`config.mk`:
```
export PLATFORM = sky130hd
export DESIGN_NAME = cfg_ring_dist
export DESIGN_NICKNAME = d
export VERILOG_FILES = /design/src/rtl/cfg_ring_pkg.sv /design/src/rtl/cfg_reader.sv /design/src/rtl/cfg_station.sv /design/src/rtl/cfg_apply_ctl.sv /design/src/rtl/cfg_ring_dist.sv
export SDC_FILE = /design/constraint.sdc
export NUM_CORES = 1
export LEC_CHECK = 0
export BUFFER_PORTS_ARGS = -buffer_cell sky130_fd_sc_hd__buf_2
export CORE_ASPECT_RATIO = 1.4
export CORE_UTILIZATION = 61
export CTS_BUF_LIST = sky130_fd_sc_hd__clkbuf_4
export DETAILED_ROUTE_END_ITERATION = 8
export PLACE_DENSITY_LB_ADDON = 0.05
export SLEW_MARGIN = 0
export SYNTH_ARGS = -nofsm -noshare
export SYNTH_HDL_FRONTEND = slang
export SYNTH_HIERARCHICAL = 1
export SYNTH_SLANG_ARGS = --single-unit
```
`constraint.sdc`:
```
create_clock -name clk -period 8.13 [get_ports clk]
set_input_delay 1.2195 -clock clk [delete_from_list [all_inputs] [get_ports clk]]
set_output_delay 1.2195 -clock clk [all_outputs]
set_load 0.02 [all_outputs]
```
`src/rtl/cfg_ring_pkg.sv`:
```
// Shared word format for the configuration ring.
// Assumes fixed field widths; the station count is a top-level parameter.
package cfg_ring_pkg;
    localparam int unsigned ID_W   = 4;
    localparam int unsigned FLD_W  = 2;
    localparam int unsigned DATA_W = 16;
    localparam int unsigned N_FLD  = 1 << FLD_W;

    typedef struct packed {
        logic              eop;
        logic [ID_W-1:0]   id;
        logic [FLD_W-1:0]  fld;
        logic [DATA_W-1:0] data;
    } cfg_word_t;

    localparam int unsigned WORD_W = $bits(cfg_word_t);
endpackage

```
`src/rtl/cfg_reader.sv`:
```
// Reader: fetches cfg_len words from the buffer (one-cycle read latency),
// offers them to the ring head one at a time and then appends the end marker.
// Assumes the buffer answers every read in the next cycle. The reader stays
// busy until released by the apply decision.
module cfg_reader
    import cfg_ring_pkg::*;
#(
    parameter int unsigned ADDR_W = 5
) (
    input  logic              clk,
    input  logic              rst_n,
    input  logic              start,
    input  logic [ADDR_W:0]   len,
    input  logic              release_i,
    output logic              busy,
    output logic              mem_rd_en,
    output logic [ADDR_W-1:0] mem_rd_addr,
    input  logic [WORD_W-1:0] mem_rd_data,
    output logic              out_valid,
    output cfg_word_t         out_word,
    input  logic              out_ready
);
    typedef enum logic [1:0] {R_IDLE, R_DATA, R_EOP, R_WAIT} rd_state_t;

    rd_state_t   st_q;
    logic [ADDR_W:0] cnt_q, len_q;
    logic        pend_q;
    logic        ov_q;
    cfg_word_t   ow_q;
    logic        issue;

    // Read only when no read is in flight and the output slot will be free.
    assign issue = (st_q == R_DATA) && !pend_q && (cnt_q < len_q) && (!ov_q || out_ready);

    assign mem_rd_en   = issue;
    assign mem_rd_addr = cnt_q[ADDR_W-1:0];
    assign out_valid   = ov_q;
    assign out_word    = ow_q;
    assign busy        = (st_q != R_IDLE);

    // Sequencing of reads, output slot and end marker.
    always_ff @(posedge clk) begin
        if (!rst_n) begin
            st_q   <= R_IDLE;
            cnt_q  <= '0;
            len_q  <= '0;
            pend_q <= 1'b0;
            ov_q   <= 1'b0;
            ow_q   <= '0;
        end else begin
            pend_q <= issue;
            if (issue) cnt_q <= cnt_q + 1'b1;
            if (pend_q) begin
                ov_q <= 1'b1;
                ow_q <= cfg_word_t'(mem_rd_data);
            end else if (ov_q && out_ready) begin
                ov_q <= 1'b0;
            end
            case (st_q)
                R_IDLE: if (start) begin
                    len_q <= len;
                    cnt_q <= '0;
                    st_q  <= (len == '0) ? R_EOP : R_DATA;
                end
                R_DATA: if ((cnt_q == len_q) && !pend_q) st_q <= R_EOP;
                R_EOP: if (!ov_q || out_ready) begin
                    ov_q     <= 1'b1;
                    ow_q.eop <= 1'b1;
                    ow_q.id  <= '1;
                    ow_q.fld <= '0;
                    ow_q.data <= '0;
                    st_q     <= R_WAIT;
                end
                R_WAIT: if (release_i) st_q <= R_IDLE;
                default: st_q <= R_IDLE;
            endcase
        end
    end
endmodule

```
`src/rtl/cfg_station.sv`:
```
// Ring station: one register stage per hop with valid/ready. It forwards
// every word unchanged and captures matching words into shadow fields;
// apply copies the shadow fields to the active fields.
// Assumes apply never coincides with a capture it must include.
module cfg_station
    import cfg_ring_pkg::*;
#(
    parameter int unsigned MY_ID = 0
) (
    input  logic                    clk,
    input  logic                    rst_n,
    input  logic                    in_valid,
    input  cfg_word_t               in_word,
    output logic                    in_ready,
    output logic                    out_valid,
    output cfg_word_t               out_word,
    input  logic                    out_ready,
    input  logic                    hold,
    input  logic                    apply,
    output logic [N_FLD*DATA_W-1:0] act_cfg
);
    logic        v_q;
    cfg_word_t   w_q;
    logic [DATA_W-1:0] sh_q  [N_FLD];
    logic [DATA_W-1:0] act_q [N_FLD];
    logic        hit;

    assign in_ready  = !hold && (!v_q || out_ready);
    assign out_valid = v_q;
    assign out_word  = w_q;
    assign hit = in_valid && in_ready && !in_word.eop && (in_word.id == ID_W'(MY_ID));

    // Hop register: take a new word when allowed, otherwise drain.
    always_ff @(posedge clk) begin
        if (!rst_n) begin
            v_q <= 1'b0;
            w_q <= '0;
        end else if (in_ready) begin
            v_q <= in_valid;
            w_q <= in_word;
        end else if (out_ready) begin
            v_q <= 1'b0;
        end
    end

    // Shadow capture and active update.
    always_ff @(posedge clk) begin
        if (!rst_n) begin
            for (int f = 0; f < N_FLD; f++) begin
                sh_q[f]  <= '0;
                act_q[f] <= '0;
            end
        end else begin
            if (hit) sh_q[in_word.fld] <= in_word.data;
            if (apply) begin
                for (int f = 0; f < N_FLD; f++) act_q[f] <= sh_q[f];
            end
        end
    end

    // Pack the active fields, field 0 in the low bits.
    always_comb begin
        for (int f = 0; f < N_FLD; f++) act_cfg[f*DATA_W +: DATA_W] = act_q[f];
    end
endmodule

```
`src/rtl/cfg_apply_ctl.sv`:
```
// Apply control: remembers delivery completion and layer end, and decides
// the apply once both are known (either order or the same cycle).
// Assumes eop_tail and layer_done are single-cycle events.
module cfg_apply_ctl (
    input  logic clk,
    input  logic rst_n,
    input  logic eop_tail,
    input  logic layer_done,
    output logic go,
    output logic apply,
    output logic cfg_done
);
    logic dlv_q, lay_q, apply_q;

    assign go       = (dlv_q || eop_tail) && (lay_q || layer_done);
    assign apply    = apply_q;
    assign cfg_done = dlv_q;

    // Event latches cleared by the apply decision.
    always_ff @(posedge clk) begin
        if (!rst_n) begin
            dlv_q   <= 1'b0;
            lay_q   <= 1'b0;
            apply_q <= 1'b0;
        end else begin
            apply_q <= go;
            dlv_q   <= go ? 1'b0 : (dlv_q || eop_tail);
            lay_q   <= go ? 1'b0 : (lay_q || layer_done);
        end
    end
endmodule

```
`src/rtl/cfg_ring_dist.sv`:
```
// Top: reader, a chain of N_STN stations and the apply control.
// Assumes N_STN is below 15 so the end-marker ID never names a station.
module cfg_ring_dist
    import cfg_ring_pkg::*;
#(
    parameter int unsigned N_STN  = 4,
    parameter int unsigned ADDR_W = 5
) (
    input  logic                          clk,
    input  logic                          rst_n,
    input  logic                          start,
    input  logic [ADDR_W:0]               cfg_len,
    output logic                          cfg_busy,
    output logic                          cfg_done,
    output logic                          mem_rd_en,
    output logic [ADDR_W-1:0]             mem_rd_addr,
    input  logic [WORD_W-1:0]             mem_rd_data,
    input  logic                          layer_done,
    input  logic [N_STN-1:0]              stn_hold,
    output logic                          apply,
    output logic [N_STN*N_FLD*DATA_W-1:0] act_cfg
);
    localparam int unsigned ST_W = N_FLD * DATA_W;

    cfg_word_t  link_w [N_STN+1];
    logic [N_STN:0] link_v, link_r;
    logic go, eop_tail;
    logic unused_tail;

    cfg_reader #(.ADDR_W(ADDR_W)) u_rd (
        .clk(clk), .rst_n(rst_n), .start(start), .len(cfg_len),
        .release_i(go), .busy(cfg_busy),
        .mem_rd_en(mem_rd_en), .mem_rd_addr(mem_rd_addr), .mem_rd_data(mem_rd_data),
        .out_valid(link_v[0]), .out_word(link_w[0]), .out_ready(link_r[0])
    );

    for (genvar s = 0; s < N_STN; s++) begin : g_stn
        cfg_station #(.MY_ID(s)) u_st (
            .clk(clk), .rst_n(rst_n),
            .in_valid(link_v[s]), .in_word(link_w[s]), .in_ready(link_r[s]),
            .out_valid(link_v[s+1]), .out_word(link_w[s+1]), .out_ready(link_r[s+1]),
            .hold(stn_hold[s]), .apply(go),
            .act_cfg(act_cfg[s*ST_W +: ST_W])
        );
    end

    // The tail always drains; only the end marker matters there.
    assign link_r[N_STN] = 1'b1;
    assign eop_tail      = link_v[N_STN] && link_w[N_STN].eop;
    assign unused_tail   = ^link_w[N_STN];

    cfg_apply_ctl u_ap (
        .clk(clk), .rst_n(rst_n), .eop_tail(eop_tail), .layer_done(layer_done),
        .go(go), .apply(apply), .cfg_done(cfg_done)
    );
endmodule

```
==> flow_metrics.tcl <==
set metrics [dict create \
    ios 302 \
    rsz0062_at_grt "no" \
    grt_pass1_vias 15600 \
    hold_class "reg -> reg" \
    routed_wl_um 55300 \
    fin_crit_ps 5150 \
    syn-cell-area_um2 25100 \
    die_w_um 173 \
    hold_start "u_rd/len_q[4]$_SDFFE_PN0P_" \
    floorplan.rows 87 \
    nFillCells 2920 \
    seq_area_um2 17700 \
    drv_slew 0 \
    final_hold_viol_count 0 \
    powerDensity_nw_per_um2 236 \
    portBuffers 301 \
    ir_drop_uv 181 \
    insertion_delay_ps 830 \
    synthCells 1894 \
    tns_ps 0 \
    finalPower_mw 6.73 \
    drc 0 \
    grt_max_degree 201 \
    worstMarginPinSlew_ps 1260 \
    max_clock_freq_ghz 0.194 \
    syn_to_final_growth_pct 13.7 \
    crit_type "in -> out" \
    via_count 16300 \
    critPathRequiredTime_ps 6910 \
    worst-path-max-fanout 25 \
    leakagePower_nw 11.1 \
    period_share_pct 63.4 \
    cts_root_buffer "clkbuf_4" \
    critical_path.startpoint "stn_hold[3]" \
    cts_tree "done" \
    grt_antenna_before_repair 5 \
    globalplace.congestion 0.851 \
    antenna_left 0 \
    dieArea_um2 41900 \
    multi_input_area_um2 6470 \
    max_slew_margin_pct 15.5 \
    crit_path_start_kind "input pin" \
    vias_per_cell 5.76 \
    grt_pass1_wl_um 85300 \
    cts_resized 0 \
    crit_path_end_kind "output port" \
    place_hpwl_um 34700 \
    clkSlewWorstSetupHoldPaths_ps 60 \
    hold_buffers 0 \
    cts_buffers 143 \
    drt-initial-drc-count 1450 \
    core_area_um2 40400 \
    yosys_warnings 6 \
    first_pass_iters 5 \
    wl_per_cell_um 19.6 \
    final_net_count 2229 \
    status "finished clean" \
    die-height_um 242 \
    cap_violations 0 \
    cp_data_arrival_time_ps 3930 \
    grt.overflow.total 0 \
    setup_viol 0 \
    r2r_start "g_stn[2].u_st/out_valid$_SDFFE_PN0P_" \
    clock-sinks 628 \
    clk_path_buf_depth 3 \
    syn_avg_cell_area_um2 13.2 \
    track_usage_pct 26.4 \
    initial_core_util_pct 62.0 \
    whs_ps 460 \
    htree_levels 4 \
    drive_gt1_share_pct 27.9 \
    finalClockSkew_ps 61.6 \
    postCtsSetupRepairBufs 0 \
]
==> critical path, cell delays in order <==
cell and delay, ps:
buf_2 120, nor2_1 80, nor2b_4 390, nor2_1 150, nor2b_4 420, nor2_1 90, and2b_1 620, nor2_1 150
nor2b_4 220, a2111oi_4 90, nand3_4 140, inv_1 50, buf_2 150
==> sequential cells by signal (all words and copies together) (netlist names), 2 cells and up <==
register              flops
u_rd/len_q                6
u_rd/st_q                 2
g_stn.u_st/act_q        256
u_rd/out_word            23
g_stn.u_st/sh_q         256
g_stn.u_st/out_valid      4
g_stn.u_st/out_word      70
u_rd/cnt_q                6
==> final timing paths <==
kind / endpoint / slack (ps) / cells after the start
worst max register to register: g_stn[0].u_st/sh_q[3][7]$_DFFE_PP_ / 4030 / 8
worst min register to register: u_rd/len_q[4]$_SDFFE_PN0P_ / 460 / 2
worst min-delay path: u_rd/len_q[4]$_SDFFE_PN0P_ / 460 / 2
worst max-delay path: mem_rd_en / 2980 / 13
==> cells in the final DEF (no fill, tap or decap), drive strengths merged, types with 2 or more instances in the layout <==
cell type and instances:
or3 2, nor4 18, and2 2, mux2i 24, nand4 9, nand3 132, o41ai 2, diode 4
or4 3, clkinvlp 4, nor2b 12, o21ai 84, and2b 2, bufinv 2, edfxtp 512, clkbuf 212
nand2 87, a21boi 74, o31ai 6, a21oi 13, dfxtp 116, or2b 3, ha 12, inv 17
buf 329, and3 256, conb 2, nor2 36, nand2b 8, clkinv 38, nand3b 15, nor3 246
==> final cells by class <==
| class | instances | area share (%) |
|---|---|---|
| diodes | 4 | 0.0351 |
| clock buffers | 212 | 5.59 |
| clock inverters | 43 | 0.839 |
| inverters | 18 | 0.237 |
| multi-input cells | 1060 | 22.7 |
| flip-flops and latches | 628 | 62.1 |
| well taps | 534 | 2.35 |
| repair buffers | 329 | 6.11 |
==> metal layers <==
layer,routed length (um),GRT usage (%)
met5,27,0
met4,1730,12.4
met3,3430,5.33
met2,28700,44.8
met1,21400,32.4
==> where the power goes <==
part | internal, mW | total (mW) | switching, mW
Clock | 1.26 | 2.42 | 1.16
Combinational | 0.152 | 0.631 | 0.479
Sequential | 3.60 | 3.68 | 0.0833
Total | 5.01 | 6.73 | 1.72
==> metrics by stage <==
stage / setup WS, ps / instance area (um2) / std cells / util, %
2_1_floorplan: 3220 / 25100 / 1895 / -
3_3_place_gp: 3060 / 26600 / 2568 / 66.0
3_5_place_dp: 2960 / 26600 / 2568 / 66.0
4_1_cts: 3020 / 28500 / 2823 / 70.5
5_1_grt: 2760 / 28500 / 2828 / 70.5
6_report: 2980 / 28500 / 2828 / 70.5
Power figures use the tool's default switching activity.
